==> config.mk <==
export PLATFORM = sky130hd
export DESIGN_NAME = adc_sample_fifo
export DESIGN_NICKNAME = d
export VERILOG_FILES = /design/src/rtl/adc_sample_fifo.sv
export SDC_FILE = /design/constraint.sdc
export NUM_CORES = 1
export LEC_CHECK = 0
export BUFFER_PORTS_ARGS = -buffer_cell sky130_fd_sc_hd__buf_2
export CAP_MARGIN = 5
export CORE_ASPECT_RATIO = 1.25
export CORE_UTILIZATION = 57
export CTS_CLUSTER_SIZE = 10
export DETAILED_ROUTE_END_ITERATION = 7
export GPL_ROUTABILITY_DRIVEN = 0
export MAX_ROUTING_LAYER = met4
export PLACE_DENSITY = 0.82
export SYNTH_ARGS = -nofsm -noshare
export SYNTH_HDL_FRONTEND = slang
export SYNTH_SLANG_ARGS = --single-unit
==> constraint.sdc <==
create_clock -name clk -period 3.1 [get_ports clk]
set_clock_uncertainty 0.1 [all_clocks]
set_input_delay 0.155 -clock clk [delete_from_list [all_inputs] [get_ports clk]]
set_output_delay 0.155 -clock clk [all_outputs]
set_load 0.1 [all_outputs]
==> src/rtl/adc_sample_fifo.sv <==
module adc_sample_fifo #(
  parameter int AW = 6,
  parameter int DW = 16,
  parameter int CW = 3
) (
  input  logic          clk,
  input  logic          rst_n,
  input  logic          wr_en,
  input  logic [DW-1:0] wr_count,
  input  logic [CW-1:0] wr_chan,
  input  logic          wr_adc_hi,
  input  logic          rd_en,
  output logic [DW-1:0] rd_count,
  output logic [CW-1:0] rd_chan,
  output logic          rd_adc_hi,
  output logic [CW:0]   rd_src,
  output logic [AW:0]   level,
  input  logic [AW:0]   af_thresh,
  output logic          af_pulse,
  output logic          ovr_pulse,
  output logic          empty,
  output logic          full
);
  localparam int DEPTH = 1 << AW;
  localparam int EW = DW + CW + 1;
  localparam logic [AW:0] FULL_LVL = (AW+1)'(DEPTH);
  localparam logic [AW:0] ONE = (AW+1)'(1);

  logic [EW-1:0] mem [DEPTH];
  logic [AW-1:0] wp, rp;
  logic          wr_ok, rd_ok;

  assign empty  = (level == '0);
  assign full   = (level == FULL_LVL);
  assign wr_ok  = wr_en && !full;
  assign rd_ok  = rd_en && !empty;
  assign rd_src = {rd_adc_hi, rd_chan};

  always_ff @(posedge clk)
    if (wr_ok) mem[wp] <= {wr_adc_hi, wr_chan, wr_count};

  always_ff @(posedge clk) begin
    if (!rst_n) begin
      wp        <= '0;
      rp        <= '0;
      level     <= '0;
      rd_count  <= '0;
      rd_chan   <= '0;
      rd_adc_hi <= 1'b0;
      af_pulse  <= 1'b0;
      ovr_pulse <= 1'b0;
    end else begin
      if (wr_ok) wp <= wp + 1'b1;
      if (rd_ok) begin
        rp <= rp + 1'b1;
        {rd_adc_hi, rd_chan, rd_count} <= mem[rp];
      end
      case ({wr_ok, rd_ok})
        2'b10:   level <= level + ONE;
        2'b01:   level <= level - ONE;
        default: level <= level;
      endcase
      af_pulse  <= wr_ok && !rd_ok && (level + ONE == af_thresh);
      ovr_pulse <= wr_en && full;
    end
  end
endmodule


After elaboration in Yosys (flattened, before gate mapping)

Memories as Yosys holds them, arrays and structs flattened. A register that Yosys moved wholly into a read port is not among the register bits.
Cells that the tools add are included.

Flip-flop bits (word level): 21
RAM bits: 1280
Bits of input ports: 31
Output and inout bits: 35
Logic and storage cells: 28
Memories kept: 1

Add/subtract/negate cells: 4
Equality and inequality tests: 4
Muxes and demuxes: 3
Reductions and logical operators: 11

Memory list:

| memory | depth | bits a word | read ports | clocked after memory_dff | write ports | RTL line | RTL |
|---|---|---|---|---|---|---|---|
| mem    | 64    | 20          | 1          | 1                        | 1           | 29       | `logic [EW-1:0] mem [DEPTH];` |

Operators with widths:

| cell                  | number |
|---|---|
| $pmux W7 S2           | 1 |
| $add A6 B1 Y6 const B | 2 |
| $add A7 B1 Y7 const B | 1 |
| $eq A7 B7 Y1          | 1 |
| $eq A7 B7 Y1 const B  | 1 |
| $logic_not A7 Y1      | 1 |
| $sub A7 B1 Y7 const B | 1 |
| $logic_and A1 B1 Y1   | 5 |
| $logic_not A1 Y1      | 4 |
| $eq A2 B1 Y1 const B  | 1 |
| $eq A2 B2 Y1 const B  | 1 |
| $mux W1               | 2 |
| $reduce_bool A2 Y1    | 1 |

Logic depth before layout (Yosys ltp)

Gate-level depths: netlist of the first run.

Depth after elaboration: 6
Depth in mapped cells: 14
Depth with buffers taken out: 11

Least setup slack after synthesis of the first run

Ideal clock, no wire load.

Path type: flip-flop to flip-flop
From: register level[0]
To: memory mem[62][0] (netlist name) (enable)
Library setup time: 397 ps
Arrival: 3753 ps
Required time: 2603 ps
Path slack: -1149 ps
Stages on the path, launching flop included: 8
Buffers on the path: 0
Clock period less this slack: 4249 ps
Cell sequence: dfxtp_1 > inv_1 > ha_1 > and3_1 > nand2b_2 > inv_2 > nand4b_1 > nor2_1

Longest elaborated chain between the ends: 5

RTL lines:

| item                          | RTL line | RTL |
|---|---|---|
| start: declaration            | 17       | `output logic [AW:0] level,` |
| start signal: assignment      | 59       | `2'b10: level <= level + ONE;` |
| start signal: assignment      | 60       | `2'b01: level <= level - ONE;` |
| start signal: assignment      | 61       | `default: level <= level;` |
| $eq A7 B7 Y1                  | 34       | `assign full = (level == FULL_LVL);` |
| net full                      | 22       | `output logic full` |
| $logic_not A1 Y1              | 35       | `assign wr_ok = wr_en && !full;` |
| $logic_and A1 B1 Y1           | 35       |  |
| net wr_ok                     | 31       | `logic wr_ok, rd_ok;` |
| $mux W1                       | 40       | `if (wr_ok) mem[wp] <= {wr_adc_hi, wr_chan, wr_count};` |
| $mux W1 (implied by the code) | 40       |  |
| end: declaration              | 29       |  |

The timed path passes the listed nets, and every way through them passes these cells.

==> reports/results.ini, run 1 <==
[synth]
ys_types = 58
ys_ff_latch = 1321
netlist.top_cell.by_area = edfxtp_1
synth_nets = 2647
synth-seq-area-share = 0.7606
synth_warnings = 0
synthesis.area_sq_mm = 0.05161
synth_top_area_frac = 0.7447
synth_edf_count = 1280
netlist_top_cells_area = edfxtp_1, mux4_2, mux2i_1
ys.flop_type = edfxtp_1
ys_async_sr_fraction = 0
synth_cells = 2609
syn-mean-instance-area_sq_um = 19.78

[setup_path]
cp-startpoint = rp[1]$_SDFFE_PN0P_
reg2reg_from = rp[1]$_SDFFE_PN0P_
r2r-end = rd_count[7]$_SDFFE_PN0P_
arrival_ns = 3.54
critPathCaptureType = register
cp-start-kind = register
worstPathRequired_ns = 3.62
cp-endpoint = rd_count[7]$_SDFFE_PN0P_
r2r_cells = 8
rrSetupSlack_ns = 0.08
cp_max_fo = 85
path_class = reg2reg

[clock_tree]
numCtsBuffers = 150
cts.sinks = 1321
cts_setup_buffers = 0
cts_tree = yes
insertion_delay_ns = 0.75
cts-root-buf = clkbuf_16
clk_pin_slew_worst_paths_ns = 0.06
cts_buffer_depth = 3
cts_max_level = 4

[timing]
slew_headroom = 0.1219
rsz0062_at_grt = no
setup_viol = 0
min_period_ns = 3.019
fmax_ghz = 0.3313
tightest_slew_ns = 1.317
finalSetupTns_ns = 0
period_share = 0.9738
slew_viol_final = 0
final_hold_viol_count = 0

[routing]
routed_wl_microns = 129300
drtIter0Drc = 3648
firstDrtPassIters = 6
antenna_left = 0
viasPerCell = 6.633
wl_per_cell_microns = 31.47
drc = 0
vias = 27260

[die]
fp-row-count = 123
start_util = 0.5743
coreArea_sq_mm = 0.08988
die_height_microns = 338.4
io_pins = 66
die_area_sq_mm = 0.09177
dieWidth_microns = 271.2

[pwr]
vdd_drop_max_mv = 0.8577
p_leak_nw = 18.15
total_power_mw = 42.79
powerDensity_mw_per_mm2 = 729.8

[hold_path]
min_path_type = in2reg

[global_routing]
first_global_vias = 28330
grt_max_degree = 86
groute.usage.overall = 0.2943
grt_pass1_wl_microns = 188700
antenna_found_initial = 3
grt-ovfl-total = 0

[placement]
place_area_sq_mm = 0.05418
place.port_buffers = 65
place_hpwl_microns = 72160
dp_cells = 3865

[job]
maxCapViolCount = 0

[finish]
area_growth_pct = 13.58
final_layout_size_suffix_gt1_frac = 0.2357
fin_area_sq_mm = 0.05862
nets = 2886
fin_util = 0.6523
finalNonFillerCells = 4109

[status]
outcome = complete, no violations

[logic make-up (layout without fill, tap and decap cells)]
group	after synthesis	in the layout	synth area share
buffers and inverters	162	472	0.02165
adders and majority gates	7	7	0.001697
muxes	542	542	0.1531
xor gates and xnor gates	21	21	0.003564
and+or+nand+nor	326	326	0.03086
AOI/OAI and AO/OA	230	230	0.02851
DFF	1321	1321	0.7606
other	0	3	0
[cell usage in the layout, fill, tap and decap left out, drive strengths merged, types with 2 or more instances in the layout]
cell,Yosys,final
or3,3,3
o22ai,87,87
mux2i,346,346
dfxtp,41,41
ha,7,7
clkinv,0,6
nor4,15,15
dlygate4sd3,0,18
diode,0,3
nor2b,3,3
a21oi,13,13
nand4b,2,2
a22oi,21,21
nand3b,6,6
nand3,10,10
mux4,196,196
buf,120,225
a311o,4,4
and2,16,16
a32oi,19,19
nor2,135,135
and3,4,4
xor2,9,9
nand2,60,60
o21a,2,2
xnor2,12,12
or2,5,5
nand4,18,18
a31oi,5,5
inv,6,14
a21boi,3,3
nor3,43,43
clkbuf,36,208
o21ai,68,68
or3b,3,3
edfxtp,1280,1280
[how the worst min path moves through the flow]
stage / to / cells after the start / startpoint
floorplan: mem[0][0]$_DFFE_PP_ / 0 / wr_count[0]
global placement: mem[37][5]$_DFFE_PP_ / 1 / wr_count[5]
detailed placement: mem[39][5]$_DFFE_PP_ / 1 / wr_count[5]
CTS: mem[56][8]$_DFFE_PP_ / 1 / wr_count[8]
global route: mem[28][15]$_DFFE_PP_ / 2 / wr_count[15]
finish: mem[28][15]$_DFFE_PP_ / 2 / wr_count[15]
[where the power goes]
part           switching (mW)  internal (mW)
clock network            6.72           8.98
registers               0.327           19.9
logic                    4.47           2.37
[final cells by class]
| cell class | count | area [sq um] |
|---|---|---|
| flip-flops and latches | 1321 | 39300 |
| fillers | 5475 | 31250 |
| multi-input cells | 1126 | 11480 |
| clock buffers | 208 | 4014 |
| repair buffers | 243 | 2082 |
| well taps | 1187 | 1485 |
| clock inverters | 15 | 225.2 |
| inverters | 6 | 32.53 |
| diodes | 3 | 7.507 |
[sequential cells by signal, summed over array words and instances, names as in the netlist]
signal     flops
af_pulse       1
rd_count      16
mem         1280
rp             6
wp             6
rd_adc_hi      1
level          7
rd_chan        3
ovr_pulse      1
[metrics by stage]
stage	setup WS (ns)	hold WS, ns
2_1_floorplan	0.0006097	0.1539
3_3_place_gp	0.2101	0.3383
3_5_place_dp	0.1871	0.3484
4_1_cts	0.08829	0.008603
5_1_grt	0.05035	0.01749
6_report	0.08123	0.002039
[synth_stat cells (10+ instances only)]
| cell type | count |
|---|---|
| dfxtp_1 | 41 |
| a21oi_1 | 13 |
| nand2_1 | 59 |
| nor2_1 | 135 |
| o21ai_0 | 67 |
| a22oi_1 | 21 |
| a32oi_1 | 19 |
| mux4_2 | 189 |
| edfxtp_1 | 1280 |
| o22ai_1 | 87 |
| nand4_1 | 17 |
| and2_1 | 15 |
| xnor2_1 | 12 |
| clkbuf_1 | 36 |
| buf_6 | 33 |
| buf_4 | 33 |
| nand3_1 | 10 |
| nor3_1 | 43 |
| buf_2 | 40 |
| mux2i_1 | 346 |
[critical path: stages (launching register included)]
cell and delay, ns:
dfxtp_4 0.40, buf_12 0.43, mux2i_1 0.33, o22ai_1 0.21, nor4_1 0.40, buf_4 0.21
o21ai_0 0.11, a32oi_2 0.46, nand2_1 0.09
[repair_timing]
| action | CTS | global route |
|---|---|---|
| resized for setup | 0 | 2 |
| endpoints found under the setup margin | 0 | 1 |
| hold endpoints to repair | 317 | 0 |
| hold buffers | 18 | 0 |
[routing by layer]
metal / track usage / vias to the layer above / share of wire
met1: 0.3447 / 13760 / 0.33
li1: - / 11080 / -
met5: - / - / 0
met3: 0.05738 / 449 / 0.10
met4: 0.1791 / 0 / 0.068
met2: 0.4725 / 1965 / 0.50
Power figures use the tool's default switching activity.
==> run 2: changes to the inputs <==
--- a/config.mk
+++ b/config.mk
@@ -8,7 +8,7 @@
 export BUFFER_PORTS_ARGS = -buffer_cell sky130_fd_sc_hd__buf_2
 export CAP_MARGIN = 5
 export CORE_ASPECT_RATIO = 1.25
-export CORE_UTILIZATION = 57
+export CORE_UTILIZATION = 60
 export CTS_CLUSTER_SIZE = 10
 export DETAILED_ROUTE_END_ITERATION = 7
 export GPL_ROUTABILITY_DRIVEN = 0
==> constraint.sdc (replaced) <==
create_clock -name clk -period 2.9 [get_ports clk]
set_clock_uncertainty 0.1 [all_clocks]
set_input_delay 0.145 -clock clk [delete_from_list [all_inputs] [get_ports clk]]
set_output_delay 0.145 -clock clk [all_outputs]
set_load 0.1 [all_outputs]
==> reports/results.ini, run 2 (synthesized netlist as in run 1, its figures left out) <==
[setup_path]
cp-start-kind = register
critPathMaxStageDelay_ns = 0.53
cp_max_fo = 57
cp_slowest_cell = dfxtp_4
path_class = reg2reg
critPathCaptureType = register
worstPathRequired_ns = 3.42
cp_cell_sequence = buf_16, buf_12, mux2i_1, o22ai_1, nor3_1, buf_4, o21ai_0, a32oi_1, a21oi_1
arrival_ns = 3.33

[pwr]
p_leak_nw = 18.37
vdd_drop_max_mv = 0.9817
powerDensity_mw_per_mm2 = 775.0
total_power_mw = 45.83

[global_routing]
grt_max_degree = 74
use_met2 = 0.4998
first_global_vias = 28440
antenna_found_initial = 4
grt_pass1_wl_microns = 187700
grt-ovfl-total = 0
met1_usage = 0.3789
groute.usage.overall = 0.3112
use_met3 = 0.06642
gr-max-usage-layer = met2

[clock_tree]
cts-root-buf = clkbuf_16
cts_tree = yes
cts.sinks = 1321
cts_max_level = 4
clk_pin_slew_worst_paths_ns = 0.05
numCtsBuffers = 150
cts_setup_buffers = 0
cts_buffer_depth = 3
insertion_delay_ns = 0.74

[routing]
viasPerCell = 6.768
routed_wl_microns = 129000
drtIter0Drc = 3806
firstDrtPassIters = 6
vias = 27440
wl_per_cell_microns = 31.83
antenna_left = 0
drc = 0

[timing]
rsz0062_at_grt = no
hold_ws_ns = 0.04936
setup_viol = 0
min_period_ns = 2.815
period_share = 0.9707
slew_headroom = 0.1087
tightest_slew_ns = 1.337
fmax_ghz = 0.3552
setup_ws_ns = 0.08504
slew_viol_final = 0
finalSetupTns_ns = 0
final_hold_viol_count = 0

[finish]
nets = 2920
final_common_cell = edfxtp_1
final_cell_mix = edfxtp_1, mux2i_1, mux4_2, clkbuf_16, buf_4
seqCellArea_sq_mm = 0.03930
largest_register = mem
fillers = 4707
finalNonFillerCells = 4054
fin_util = 0.6980
top_regs = mem x1280, rd_count x16, level x7
largest_register_ffs = 1280
final_layout_size_suffix_gt1_frac = 0.2418
multi_input_area_sq_mm = 0.01154
area_growth_pct = 14.57
fin_area_sq_mm = 0.05914

[hold_path]
min_path_type = in2reg

[die]
die_area_sq_mm = 0.08721
io_pins = 66
coreArea_sq_mm = 0.08472
start_util = 0.6092
fp-row-count = 119
die_height_microns = 329.9
dieWidth_microns = 264.3

[placement]
place_hpwl_microns = 72890
dp_cells = 3799
place.port_buffers = 65
place_area_sq_mm = 0.05470
pre_cts_ws_ns = 0.1067

[job]
maxCapViolCount = 0

[status]
outcome = complete, no violations

## run 2: cell count changes in the layout (fill, tap and decap cells not counted), sizes merged
cell         before  now
dlygate4sd3      18   20
buf             225  257
clkbuf          208  217
diode             3    8
clkinv            6    2
clkinvlp          1    0
## run 2: report_power, final
part / switching, mW / internal, mW / leakage, nW
combinational: 4.72 / 2.67 / 4.50
clock: 7.05 / 9.64 / 2.02
sequential: 0.475 / 21.3 / 11.9
total: 12.2 / 33.6 / 18.4
## run 2: timing repair
item / CTS / global route
gates resized for setup: 0 / 3
endpoints found under the setup margin: 0 / 23
hold buffers: 20 / 0
endpoints found under the hold margin: 456 / 0
## run 2: area by class of cell
cell class                      count  share of cell area
Timing Repair Buffer              277             0.04545
Inverter                            6           0.0005501
Antenna cell                        8           0.0003385
Tap cell                         1089             0.02304
Sequential cell                  1321              0.6645
Multi-Input combinational cell   1126              0.1952
Clock inverter                     10            0.002116
Clock buffer                      217             0.06880
## run 2: worst paths after layout
path / slack [ns] / cells past startpoint / start / end
setup / recovery: 0.09 / 9 / rp[1]$_SDFFE_PN0P_ / rd_count[0]$_SDFFE_PN0P_
hold / removal: 0.05 / 2 / wr_count[3] / mem[49][3]$_DFFE_PP_
setup reg to reg: 0.09 / 9 / rp[1]$_SDFFE_PN0P_ / rd_count[0]$_SDFFE_PN0P_
hold reg to reg: 0.42 / 2 / rd_count[10]$_SDFFE_PN0P_ / rd_count[10]$_SDFFE_PN0P_
## run 2: per-layer routing
metal | up-vias | wire length, microns
met1 | 14000 | 43710
met4 | 0 | 6243
met5 | - | 0
met3 | 331 | 14230
li1 | 11170 | -
met2 | 1943 | 64840
## run 2: worst max-delay path: cells and delay by family, from the launching register on
kind / cells / cell delay (ns)
AND/OR/NAND/NOR: 1 / 0.21
multiplexers: 1 / 0.23
buffers and inverters: 3 / 0.80
flip-flops: 1 / 0.53
AO/OA/AOI/OAI: 4 / 0.76
